==> config.mk <==
export PLATFORM = sky130hd
export DESIGN_NAME = rx_frame_writer
export DESIGN_NICKNAME = d
export VERILOG_FILES = /design/src/rtl/rxw_pkg.sv /design/src/rtl/rxw_len_calc.sv /design/src/rtl/rxw_crc32.sv /design/src/rtl/rxw_seq.sv /design/src/rtl/rx_frame_writer.sv
export SDC_FILE = /design/constraint.sdc
export NUM_CORES = 1
export LEC_CHECK = 0
export BUFFER_PORTS_ARGS = -buffer_cell sky130_fd_sc_hd__buf_4
export CAP_MARGIN = 25
export CELL_PAD_IN_SITES_DETAIL_PLACEMENT = 1
export CELL_PAD_IN_SITES_GLOBAL_PLACEMENT = 1
export CORE_AREA = 5 5 119 121
export DETAILED_ROUTE_END_ITERATION = 10
export DIE_AREA = 0 0 124 126
export GPL_ROUTABILITY_DRIVEN = 0
export GPL_TIMING_DRIVEN = 0
export PLACE_DENSITY_LB_ADDON = 0.1
export SLEW_MARGIN = 20
export SYNTH_ARGS = -nofsm -noshare
export SYNTH_HDL_FRONTEND = slang
export SYNTH_SLANG_ARGS = --single-unit
==> constraint.sdc <==
create_clock -name clk -period 11.96 [get_ports clk]
set_clock_uncertainty 0.15 [all_clocks]
set_input_delay 2.392 -clock clk [delete_from_list [all_inputs] [get_ports clk]]
set_output_delay 2.392 -clock clk [all_outputs]
set_load 0.005 [all_outputs]
==> src/rtl/rxw_pkg.sv <==
package rxw_pkg;

  typedef enum logic [2:0] {
    ST_IDLE,
    ST_ALLOC,
    ST_HDR,
    ST_DATA,
    ST_PAD,
    ST_CRC,
    ST_TRAIL,
    ST_DONE
  } rxw_state_e;

  localparam int          STAT_LONG_BIT = 11;
  localparam int          STAT_ODD_BIT  = 12;
  localparam logic [7:0]  TRAIL_ODD     = 8'h60;
  localparam logic [7:0]  TRAIL_EVEN    = 8'h40;
  localparam logic [31:0] CRC_POLY_REV  = 32'hEDB88320;

  // One byte of reflected CRC-32, least significant bit first.
  function automatic logic [31:0] crc32_byte(input logic [31:0] c_in,
                                             input logic [7:0]  d);
    logic [31:0] c;
    c = c_in ^ {24'h0, d};
    for (int k = 0; k < 8; k++) begin
      c = c[0] ? ((c >> 1) ^ CRC_POLY_REV) : (c >> 1);
    end
    return c;
  endfunction

endpackage

==> src/rtl/rxw_len_calc.sv <==
module rxw_len_calc #(
  parameter int LEN_W      = 12,
  parameter int CNT_W      = 13,
  parameter int PAGE_BYTES = 2048,
  parameter int MIN_FRAME  = 64,
  parameter int LONG_LIMIT = 1518
) (
  input  logic [LEN_W-1:0] len,
  input  logic             strip,
  output logic [CNT_W-1:0] count,
  output logic [15:0]      status,
  output logic             oversize,
  output logic             short_frame,
  output logic             odd_trail
);
  import rxw_pkg::*;

  logic [CNT_W-1:0] base;
  logic [LEN_W-1:0] len_even;

  assign len_even    = {len[LEN_W-1:1], 1'b0};
  assign short_frame = (len < LEN_W'(MIN_FRAME));
  assign base        = short_frame ? CNT_W'(MIN_FRAME) : CNT_W'(len_even);
  assign count       = base + CNT_W'(6) + (strip ? CNT_W'(0) : CNT_W'(4));
  assign oversize    = (count > CNT_W'(PAGE_BYTES));
  // A padded short frame behaves as 64 long, hence even.
  assign odd_trail   = !short_frame && len[0];

  always_comb begin
    status                = 16'h0000;
    status[STAT_LONG_BIT] = (len > LEN_W'(LONG_LIMIT));
    status[STAT_ODD_BIT]  = len[0];
  end

endmodule

==> src/rtl/rxw_crc32.sv <==
module rxw_crc32 (
  input  logic        clk,
  input  logic        rst_n,
  input  logic        clr,
  input  logic        en,
  input  logic [7:0]  din,
  output logic [31:0] crc_out
);
  import rxw_pkg::*;

  logic [31:0] crc_q;

  always_ff @(posedge clk or negedge rst_n) begin
    if (!rst_n)      crc_q <= '1;
    else if (clr)    crc_q <= '1;
    else if (en)     crc_q <= crc32_byte(crc_q, din);
  end

  assign crc_out = ~crc_q;

endmodule

==> src/rtl/rxw_seq.sv <==
module rxw_seq #(
  parameter int LEN_W      = 12,
  parameter int CNT_W      = 13,
  parameter int PAGE_BYTES = 2048,
  parameter int MIN_FRAME  = 64,
  parameter int PG_W       = 2,
  localparam int ADDR_W    = $clog2(PAGE_BYTES)
) (
  input  logic              clk,
  input  logic              rst_n,
  input  logic              rx_en,
  input  logic              soft_rst,
  input  logic              strip_crc,
  input  logic              frm_start,
  input  logic [LEN_W-1:0]  frm_len,
  input  logic              s_valid,
  output logic              s_ready,
  input  logic [7:0]        s_data,
  output logic              alloc_req,
  input  logic              alloc_ack,
  input  logic              alloc_ok,
  input  logic [PG_W-1:0]   alloc_page,
  output logic              ram_we,
  output logic [PG_W-1:0]   ram_page,
  output logic [ADDR_W-1:0] ram_addr,
  output logic [7:0]        ram_wdata,
  output logic              q_push,
  output logic [PG_W-1:0]   q_page,
  output logic              irq_set,
  // length calculator interface
  output logic [LEN_W-1:0]  cur_len,
  output logic              cur_strip,
  input  logic [CNT_W-1:0]  count_in,
  input  logic [15:0]       status_in,
  input  logic              oversize,
  input  logic              short_frame,
  input  logic              odd_trail,
  // CRC interface
  output logic              crc_clr,
  output logic              crc_en,
  output logic [7:0]        crc_din,
  input  logic [31:0]       crc_val
);
  import rxw_pkg::*;

  localparam logic [CNT_W-1:0] HDR_LAST = CNT_W'(3);
  localparam logic [CNT_W-1:0] PAD_LAST = CNT_W'(4 + MIN_FRAME - 1);

  rxw_state_e       state;
  logic [LEN_W-1:0] len_q;
  logic             strip_q;
  logic [PG_W-1:0]  page_q;
  logic [LEN_W-1:0] idx;
  logic [CNT_W-1:0] wptr;
  logic [1:0]       sub;
  logic [7:0]       held;
  logic             last_byte;
  logic             keep_byte;
  logic [15:0]      count16;

  assign cur_len   = (state == ST_IDLE) ? frm_len   : len_q;
  assign cur_strip = (state == ST_IDLE) ? strip_crc : strip_q;
  assign last_byte = (idx == len_q - LEN_W'(1));
  // The odd last byte of a long frame is held back for the trailer.
  assign keep_byte = !(last_byte && odd_trail);
  assign count16   = 16'(count_in);

  always_ff @(posedge clk or negedge rst_n) begin
    if (!rst_n) begin
      state   <= ST_IDLE;
      len_q   <= '0;
      strip_q <= 1'b0;
      page_q  <= '0;
      idx     <= '0;
      wptr    <= '0;
      sub     <= '0;
      held    <= '0;
    end else begin
      case (state)
        ST_IDLE: begin
          idx  <= '0;
          wptr <= '0;
          sub  <= '0;
          if (frm_start && rx_en && !soft_rst && !oversize) begin
            len_q   <= frm_len;
            strip_q <= strip_crc;
            state   <= ST_ALLOC;
          end
        end
        ST_ALLOC: begin
          if (alloc_ack) begin
            if (alloc_ok) begin
              page_q <= alloc_page;
              state  <= ST_HDR;
            end else begin
              state  <= ST_IDLE;
            end
          end
        end
        ST_HDR: begin
          wptr <= wptr + CNT_W'(1);
          if (wptr == HDR_LAST)
            state <= (len_q == '0) ? ST_PAD : ST_DATA;
        end
        ST_DATA: begin
          if (s_valid) begin
            idx <= idx + LEN_W'(1);
            if (keep_byte) wptr <= wptr + CNT_W'(1);
            else           held <= s_data;
            if (last_byte) begin
              if (short_frame)  state <= ST_PAD;
              else if (strip_q) state <= ST_TRAIL;
              else              state <= ST_CRC;
            end
          end
        end
        ST_PAD: begin
          wptr <= wptr + CNT_W'(1);
          if (wptr == PAD_LAST)
            state <= strip_q ? ST_TRAIL : ST_CRC;
        end
        ST_CRC: begin
          wptr <= wptr + CNT_W'(1);
          sub  <= sub + 2'd1;
          if (sub == 2'd3) state <= ST_TRAIL;
        end
        ST_TRAIL: begin
          wptr <= wptr + CNT_W'(1);
          sub  <= sub + 2'd1;
          if (sub == 2'd1) state <= ST_DONE;
        end
        ST_DONE: state <= ST_IDLE;
        default: state <= ST_IDLE;
      endcase
    end
  end

  always_comb begin
    s_ready   = 1'b0;
    alloc_req = 1'b0;
    ram_we    = 1'b0;
    ram_wdata = 8'h00;
    q_push    = 1'b0;
    irq_set   = 1'b0;
    crc_clr   = 1'b0;
    crc_en    = 1'b0;
    crc_din   = 8'h00;
    case (state)
      ST_IDLE: begin
        s_ready = 1'b1;
        crc_clr = 1'b1;
      end
      ST_ALLOC: alloc_req = 1'b1;
      ST_HDR: begin
        ram_we = 1'b1;
        case (wptr[1:0])
          2'd0:    ram_wdata = status_in[7:0];
          2'd1:    ram_wdata = status_in[15:8];
          2'd2:    ram_wdata = count16[7:0];
          default: ram_wdata = count16[15:8];
        endcase
      end
      ST_DATA: begin
        s_ready   = 1'b1;
        ram_we    = s_valid && keep_byte;
        ram_wdata = s_data;
        crc_en    = s_valid;
        crc_din   = s_data;
      end
      ST_PAD: begin
        ram_we = 1'b1;
        crc_en = 1'b1;
      end
      ST_CRC: begin
        ram_we    = 1'b1;
        ram_wdata = crc_val[8*sub +: 8];
      end
      ST_TRAIL: begin
        ram_we = 1'b1;
        if (sub[0]) ram_wdata = odd_trail ? TRAIL_ODD : TRAIL_EVEN;
        else        ram_wdata = odd_trail ? held : 8'h00;
      end
      ST_DONE: begin
        q_push  = 1'b1;
        irq_set = 1'b1;
      end
      default: ;
    endcase
  end

  assign ram_page = page_q;
  assign ram_addr = wptr[ADDR_W-1:0];
  assign q_page   = page_q;

  // an allocation only follows an accepted start with reception enabled
  a_r1_req_needs_enable: assert property (@(posedge clk) disable iff (!rst_n)
    $rose(alloc_req) |-> $past(frm_start && rx_en && !soft_rst));

  // the request is held until the allocator answers
  a_r3_req_held: assert property (@(posedge clk) disable iff (!rst_n)
    (alloc_req && !alloc_ack) |=> alloc_req);

  // completion is a single-cycle pulse
  a_r10_push_single: assert property (@(posedge clk) disable iff (!rst_n)
    q_push |=> !q_push);

  // writes stay inside the page
  a_r12_write_in_page: assert property (@(posedge clk) disable iff (!rst_n)
    ram_we |-> (wptr < CNT_W'(PAGE_BYTES)));

  // the number of bytes written equals the stored byte count
  a_r12_push_matches_count: assert property (@(posedge clk) disable iff (!rst_n)
    q_push |-> (wptr == count_in));

endmodule

==> src/rtl/rx_frame_writer.sv <==
module rx_frame_writer #(
  parameter int LEN_W      = 12,
  parameter int PAGE_BYTES = 2048,
  parameter int NUM_PAGES  = 4,
  parameter int MIN_FRAME  = 64,
  parameter int LONG_LIMIT = 1518,
  localparam int CNT_W     = $clog2(PAGE_BYTES) + 2,
  localparam int ADDR_W    = $clog2(PAGE_BYTES),
  localparam int PG_W      = $clog2(NUM_PAGES)
) (
  input  logic              clk,
  input  logic              rst_n,
  input  logic              rx_en,
  input  logic              soft_rst,
  input  logic              strip_crc,
  input  logic              frm_start,
  input  logic [LEN_W-1:0]  frm_len,
  input  logic              s_valid,
  output logic              s_ready,
  input  logic [7:0]        s_data,
  output logic              can_accept,
  input  logic              pages_full,
  input  logic              rxq_full,
  output logic              alloc_req,
  input  logic              alloc_ack,
  input  logic              alloc_ok,
  input  logic [PG_W-1:0]   alloc_page,
  output logic              ram_we,
  output logic [PG_W-1:0]   ram_page,
  output logic [ADDR_W-1:0] ram_addr,
  output logic [7:0]        ram_wdata,
  output logic              q_push,
  output logic [PG_W-1:0]   q_page,
  output logic              irq_rcv_set
);

  logic [LEN_W-1:0] cur_len;
  logic             cur_strip;
  logic [CNT_W-1:0] count;
  logic [15:0]      status;
  logic             oversize, short_frame, odd_trail;
  logic             crc_clr, crc_en;
  logic [7:0]       crc_din;
  logic [31:0]      crc_val;

  assign can_accept = !rx_en || soft_rst || !(pages_full || rxq_full);

  rxw_len_calc #(
    .LEN_W(LEN_W), .CNT_W(CNT_W), .PAGE_BYTES(PAGE_BYTES),
    .MIN_FRAME(MIN_FRAME), .LONG_LIMIT(LONG_LIMIT)
  ) calc_i (
    .len(cur_len), .strip(cur_strip), .count(count), .status(status),
    .oversize(oversize), .short_frame(short_frame), .odd_trail(odd_trail)
  );

  rxw_crc32 crc_i (
    .clk(clk), .rst_n(rst_n), .clr(crc_clr), .en(crc_en),
    .din(crc_din), .crc_out(crc_val)
  );

  rxw_seq #(
    .LEN_W(LEN_W), .CNT_W(CNT_W), .PAGE_BYTES(PAGE_BYTES),
    .MIN_FRAME(MIN_FRAME), .PG_W(PG_W)
  ) seq_i (
    .clk(clk), .rst_n(rst_n), .rx_en(rx_en), .soft_rst(soft_rst),
    .strip_crc(strip_crc), .frm_start(frm_start), .frm_len(frm_len),
    .s_valid(s_valid), .s_ready(s_ready), .s_data(s_data),
    .alloc_req(alloc_req), .alloc_ack(alloc_ack), .alloc_ok(alloc_ok),
    .alloc_page(alloc_page), .ram_we(ram_we), .ram_page(ram_page),
    .ram_addr(ram_addr), .ram_wdata(ram_wdata), .q_push(q_push),
    .q_page(q_page), .irq_set(irq_rcv_set),
    .cur_len(cur_len), .cur_strip(cur_strip), .count_in(count),
    .status_in(status), .oversize(oversize), .short_frame(short_frame),
    .odd_trail(odd_trail), .crc_clr(crc_clr), .crc_en(crc_en),
    .crc_din(crc_din), .crc_val(crc_val)
  );

endmodule

### After elaboration in Yosys (flattened, before gate mapping)

Index checks and enable logic that the tools add are counted.

* flip-flop bits (word level): 85
* bits in latches: 0
* bits in writable memories: 0
* ROM bits: 0
* input port bits: 33
* output and inout port bits: 29
* word-level logic and storage cells: 128
* memories kept: 0

* $add $sub $neg: 6
* multipliers: 0
* div/mod/pow operators: 0
* $lt $le $gt $ge: 3
* eq/ne operators: 23
* shifts and indexed selects: 1
* mux-type cells: 45
* bitwise operators: 10
* reductions and logical operators: 31

Operators with widths (number)
* 2-to-1 mux 32 bit: 10
* inverter 13 -> 14 bit: 8
* one-hot mux 13 bit (3 select lines): 1
* 2-to-1 mux 12 bit: 3
* 2-to-1 mux 3 bit: 11
* inverter 32 bit: 1
* one-hot mux 8 bit (4 select lines): 1
* indexed part select 32 x 6 -> 8 bit: 1
* bitwise XOR 32 x 8 -> 32 bit: 1
* 2-to-1 mux 13 bit: 2
* 2-to-1 mux 8 bit: 3
* one-hot mux 12 bit (2 select lines): 1
* one-hot mux 3 bit (8 select lines): 1
* one-hot mux 8 bit (3 select lines): 1
* adder 13 x 1 -> 13 bit (second input constant): 1
* adder 13 bit: 1
* adder 13 x 3 -> 13 bit (second input constant): 1
* equality test 13 x 2 -> 1 bit (second input constant): 1
* equality test 13 x 7 -> 1 bit (second input constant): 1
* > comparator 13 x 12 -> 1 bit (second input constant): 1
* adder 12 x 1 -> 12 bit (second input constant): 1
* equality test 12 bit: 1
* equality test 3 bit (second input constant): 4
* > comparator 12 x 11 -> 1 bit (second input constant): 1
* 27 further kinds: 61

### Longest topological paths before layout

* word-level depth: 21
* gate-level depth with buffers: 23
* mapped depth without buffers: 16

### By module

From an unflattened synthesis, not the netlist that was laid out.

* cell total of the unflattened synthesis: 750
* area, all modules: 7039.3 µm²

By module, submodules not included
* rxw_seq: instances 1, cells an instance 454, area an instance 3986.3 µm², sequential area each 1326.3 µm²
* rxw_crc32: instances 1, cells an instance 205, area an instance 2406.1 µm², sequential area each 840.8 µm²
* rxw_len_calc: instances 1, cells an instance 89, area an instance 630.6 µm², sequential area each 0.0 µm²
* rx_frame_writer: instances 1, cells an instance 2, area an instance 16.3 µm², sequential area each 0.0 µm²

### Worst setup path before layout

No wires, ideal clock.

* path type: input port to output port
* from: input port frm_len[8]
* to: output port ram_wdata[4]
* arrival time: 4.918 ns
* data required time: 9.418 ns
* slack: 4.500 ns
* stages on the path: 13
* path buffers: 1
* cells stage by stage: nor4_1 -> nand3_1 -> o21ai_0 -> a21o_1 -> ha_1 -> inv_1 -> ha_1 -> fa_1 -> clkbuf_1 -> xor2_1 -> a221oi_1 -> a21oi_1 -> a221o_1

* cells in the longest elaborated chain, start to end: 7
* elaborated cells on any way between the ends: 11
* those cells by class: add/sub: 2; order compare: 1; mux: 6; reduce/logical: 2

RTL lines
* start: declaration: RTL line rx_frame_writer.sv:17 `input logic [LEN_W-1:0] frm_len,`
* 2-to-1 mux 12 bit (*): RTL line rxw_seq.sv:61 `assign cur_len = (state == ST_IDLE) ? frm_len : len_q;`
* < comparator 12 x 7 -> 1 bit: RTL line rxw_len_calc.sv:22 `assign short_frame = (len < LEN_W'(MIN_FRAME));`
* 2-to-1 mux 12 bit / logical NOT 1 bit (equally long branches): RTL line rxw_len_calc.sv:23, rxw_len_calc.sv:27
* adder 13 x 3 -> 13 bit / logical AND 1 bit (equally long branches): RTL line rxw_len_calc.sv:24, rxw_len_calc.sv:27
* adder 13 bit / 2-to-1 mux 8 bit (equally long branches): RTL line rxw_len_calc.sv:24, rxw_seq.sv:181
* one-hot mux 8 bit (3 select lines) / 2-to-1 mux 8 bit (equally long branches): RTL line rxw_seq.sv:156, rxw_seq.sv:180
* one-hot mux 8 bit (4 select lines) (*): RTL line rxw_seq.sv:148 `case (state)`
* end: declaration: RTL line rx_frame_writer.sv:31 `output logic [7:0] ram_wdata,`

Every way passes the cells marked *; elsewhere a longest branch is shown, timed or not.

### Final worst setup path

* from: input port frm_len[8]
* to: output port ram_wdata[0]

Same word-level chain as after synthesis.

==> impl_metrics.tcl <==
set metrics [dict create \
    layout_worst_path_cycle_share_pct 70.3 \
    p_int_uw 477 \
    grt.total_usage_pct 26.6 \
    power_leakage_nw 3.21 \
    hold_path_class "register to register" \
    yosys.cell_count.top_type "nor2_1" \
    overflow 0 \
    die_h_um 126 \
    yosys.area.top_type "dfrtp_1" \
    synthTopCellsByCount "nor2_1 (66), a21oi_1 (58), nand2_1 (58), dfrtp_1 (53), xor2_1 (47)" \
    wl_per_cell_um 21.4 \
    ir_drop_uv 49.2 \
    drive_gt1_share_pct 23.8 \
    numClockSinks 85 \
    cts_tree "done" \
    hold_viol_final 0 \
    antenna_cells 0 \
    detail-route-antenna-nets 0 \
    cp.arrival_ps 5870 \
    clock_path_buffers 2 \
    rsz0062_at_grt "false" \
    synth_cell_types 73 \
    power_density_nw_per_um2 83.1 \
    cts_made_buffers 9 \
    maxCapViolCount 0 \
    grt_start_max_net_pins 54 \
    syn-cell-area_um2 6360 \
    first_pass_iters 4 \
    post-place-ws_ps 3620 \
    synth_area_leaders "dfrtp_1 (21%), dfstp_2 (13%), xor2_1 (6.5%)" \
    async_flop_share_pct 100 \
    grt_pass1_vias 5983 \
    cp-end-kind "primary output" \
    nNetsFinal 821 \
    syn2layout_area_growth_pct 16.1 \
    yosysWarnings 0 \
    status "finished clean" \
    yosysSeqAreaShare_pct 34.1 \
    power.share.clock_pct 49.6 \
    avgViaCountPerCell 5.95 \
    final.setup.worst_slack_ps 3550 \
    crit_chain "buf_4, nor4_1, nand3_1, o21ai_0, a21o_1, ha_1, inv_1, ha_1, fa_1, clkbuf_1, nand3_1, mux2i_1, o31ai_1, nand3_1, o21ai_0, buf_4" \
    cts_resized 0 \
    htreeDepth 3 \
    syn_nets 748 \
    synth-seq-cells 85 \
    p_comb_share_pct 3.5 \
    route.detailed.drc 0 \
    cpMaxStageDelayCell "nor4_1" \
    cts_root_buf "clkbuf_16" \
    max_stage_delay_ps 540 \
    clk_pin_slew_ps 60 \
    synth.avg_cell_area_um2 9.04 \
    holdBufCountCts 0 \
    setup_viol 0 \
    postCtsSetupRepairBufs 0 \
    path_class "input port to primary output" \
    fmax_mhz 119 \
    final_util_pct 56.9 \
    row_count 42 \
    die_x_um 124 \
    synth-main-ff-cell "dfrtp_1" \
    p_seq_share_pct 46.9 \
    antenna_found_initial 0 \
    grt_pass1_wl_mm 32.5 \
    start_util_pct 49.0 \
    swShare_pct 22.3 \
    vias 5703 \
    cp_max_fo 10 \
    min_period_ps 8410 \
    required_ps 9420 \
    postSynthCellCount 704 \
    portBuffers 61 \
    worst_pin_slew_ps 1110 \
    synth_edf_count 0 \
    slew_viol_final 0 \
    drt_wl_total_mm 20.5 \
    drt_iter0_markers 337 \
    die_area_um2 15600 \
    clk-insertion-delay-late_ps 360 \
    relSlewSlack_pct 24.9 \
    hpwl_mm 15.3 \
    cpMostUsedCell "nand3_1" \
    switchingPower_uw 137 \
    core_area_um2 13000 \
    crit_path_start_kind "input port" \
    pin_count 62 \
    tns_ps 0 \
    yosysTopAreaCellShare_pct 20.8 \
]
[kinds of logic after synthesis]
family | Yosys count | share of synthesized area, %
adders and majority gates | 11 | 2.28
muxes | 49 | 10.6
and+or+nand+nor | 242 | 19.5
DFF | 85 | 34.1
AOI/OAI and AO/OA | 153 | 15.1
xor gates and xnor gates | 93 | 12.9
buffers and inverters | 71 | 5.52
[cell usage in the layout (no fill, tap or decap), types with 4 or more instances in the layout]
cell	count
or4_1	5
nand3_1	21
xnor2_1	45
o21ai_0	29
a31oi_1	10
dfstp_2	32
and4_1	5
clkbuf_16	9
inv_1	12
a211oi_1	6
a221oi_1	4
and2_1	5
nand4_1	15
mux2i_1	14
nor2b_1	9
mux2_2	15
buf_2	8
or2_2	4
xor2_1	47
nor2_1	66
ha_1	10
nor3_1	6
a21oi_1	58
buf_1	4
nor4_1	5
o22ai_1	4
dfrtp_1	53
buf_4	75
nand2b_1	17
or3_1	5
nand2_1	58
mux4_2	8
clkbuf_1	30
mux2_4	10
and3_1	8
[worst max-delay path, delay by kind of cell]
family / cells / cell delay, ps
adders and majority gates: 3 / 760
and+or+nand+nor: 4 / 990
AOI/OAI and AO/OA: 4 / 1010
muxes: 1 / 80
buffers and inverters: 4 / 620
[stage by stage]
stage	instances	power, mW	hold slack [ps]	cell area, um^2
2_1_floorplan	704	0.295	308	6360
3_3_place_gp	941	0.313	320	7040
3_5_place_dp	942	0.314	347	7070
4_1_cts	958	0.618	367	7390
5_1_grt	958	0.631	386	7390
6_report	958	0.614	370	7390
[power by group through the flow]
stage	Clock, mW	Sequential (mW)	Combinational, mW
floorplan	0	0.293	0.00159
global placement	0	0.293	0.0197
detailed placement	0	0.293	0.0214
CTS	0.308	0.288	0.0216
global route	0.320	0.288	0.0233
finish	0.305	0.288	0.0214
[state kept, by name (all words and copies together) (netlist names)]
register and count:
seq_i.strip_q 1, seq_i.q_page 2, seq_i.len_q 12, seq_i.wptr 13, seq_i.held 8, crc_i.crc_q 32, seq_i.state 3, seq_i.sub 2
seq_i.idx 12
[routing by layer]
layer | wire length [um] | vias up | track usage (%)
met1 | 8510 | 2901 | 32.7
met2 | 10600 | 128 | 46.8
met5 | 0 | - | 0
met4 | 650 | 0 | 10.6
li1 | - | 2635 | -
met3 | 725 | 39 | 3.54
[worst paths after layout]
kind	startpoint	end	slack, ps	depth (start not counted)
worst max-delay path	frm_len[8]	ram_wdata[0]	3550	16
worst min-delay path	seq_i.held[2]	seq_i.held[2]	370	1
worst max register to register	seq_i.state[0]	seq_i.len_q[10]	6030	21
worst min register to register	seq_i.held[2]	seq_i.held[2]	370	1
max in group asynchronous	rst_n	crc_i.crc_q[0]	9090	2
min in group asynchronous	rst_n	seq_i.idx[7]	1840	1
[layout make-up]
class                      count  area [um^2]
timing repair buffer          62          485
clock buffer                  12          267
fill                        1529         5590
tap                          176          220
sequential                    85         2170
inverter                      12         45.0
multi-input combinational    548         3840
clock inverter                 4         52.6
buffer                        59          307
No activity file was read; power rests on OpenSTA's default activity.
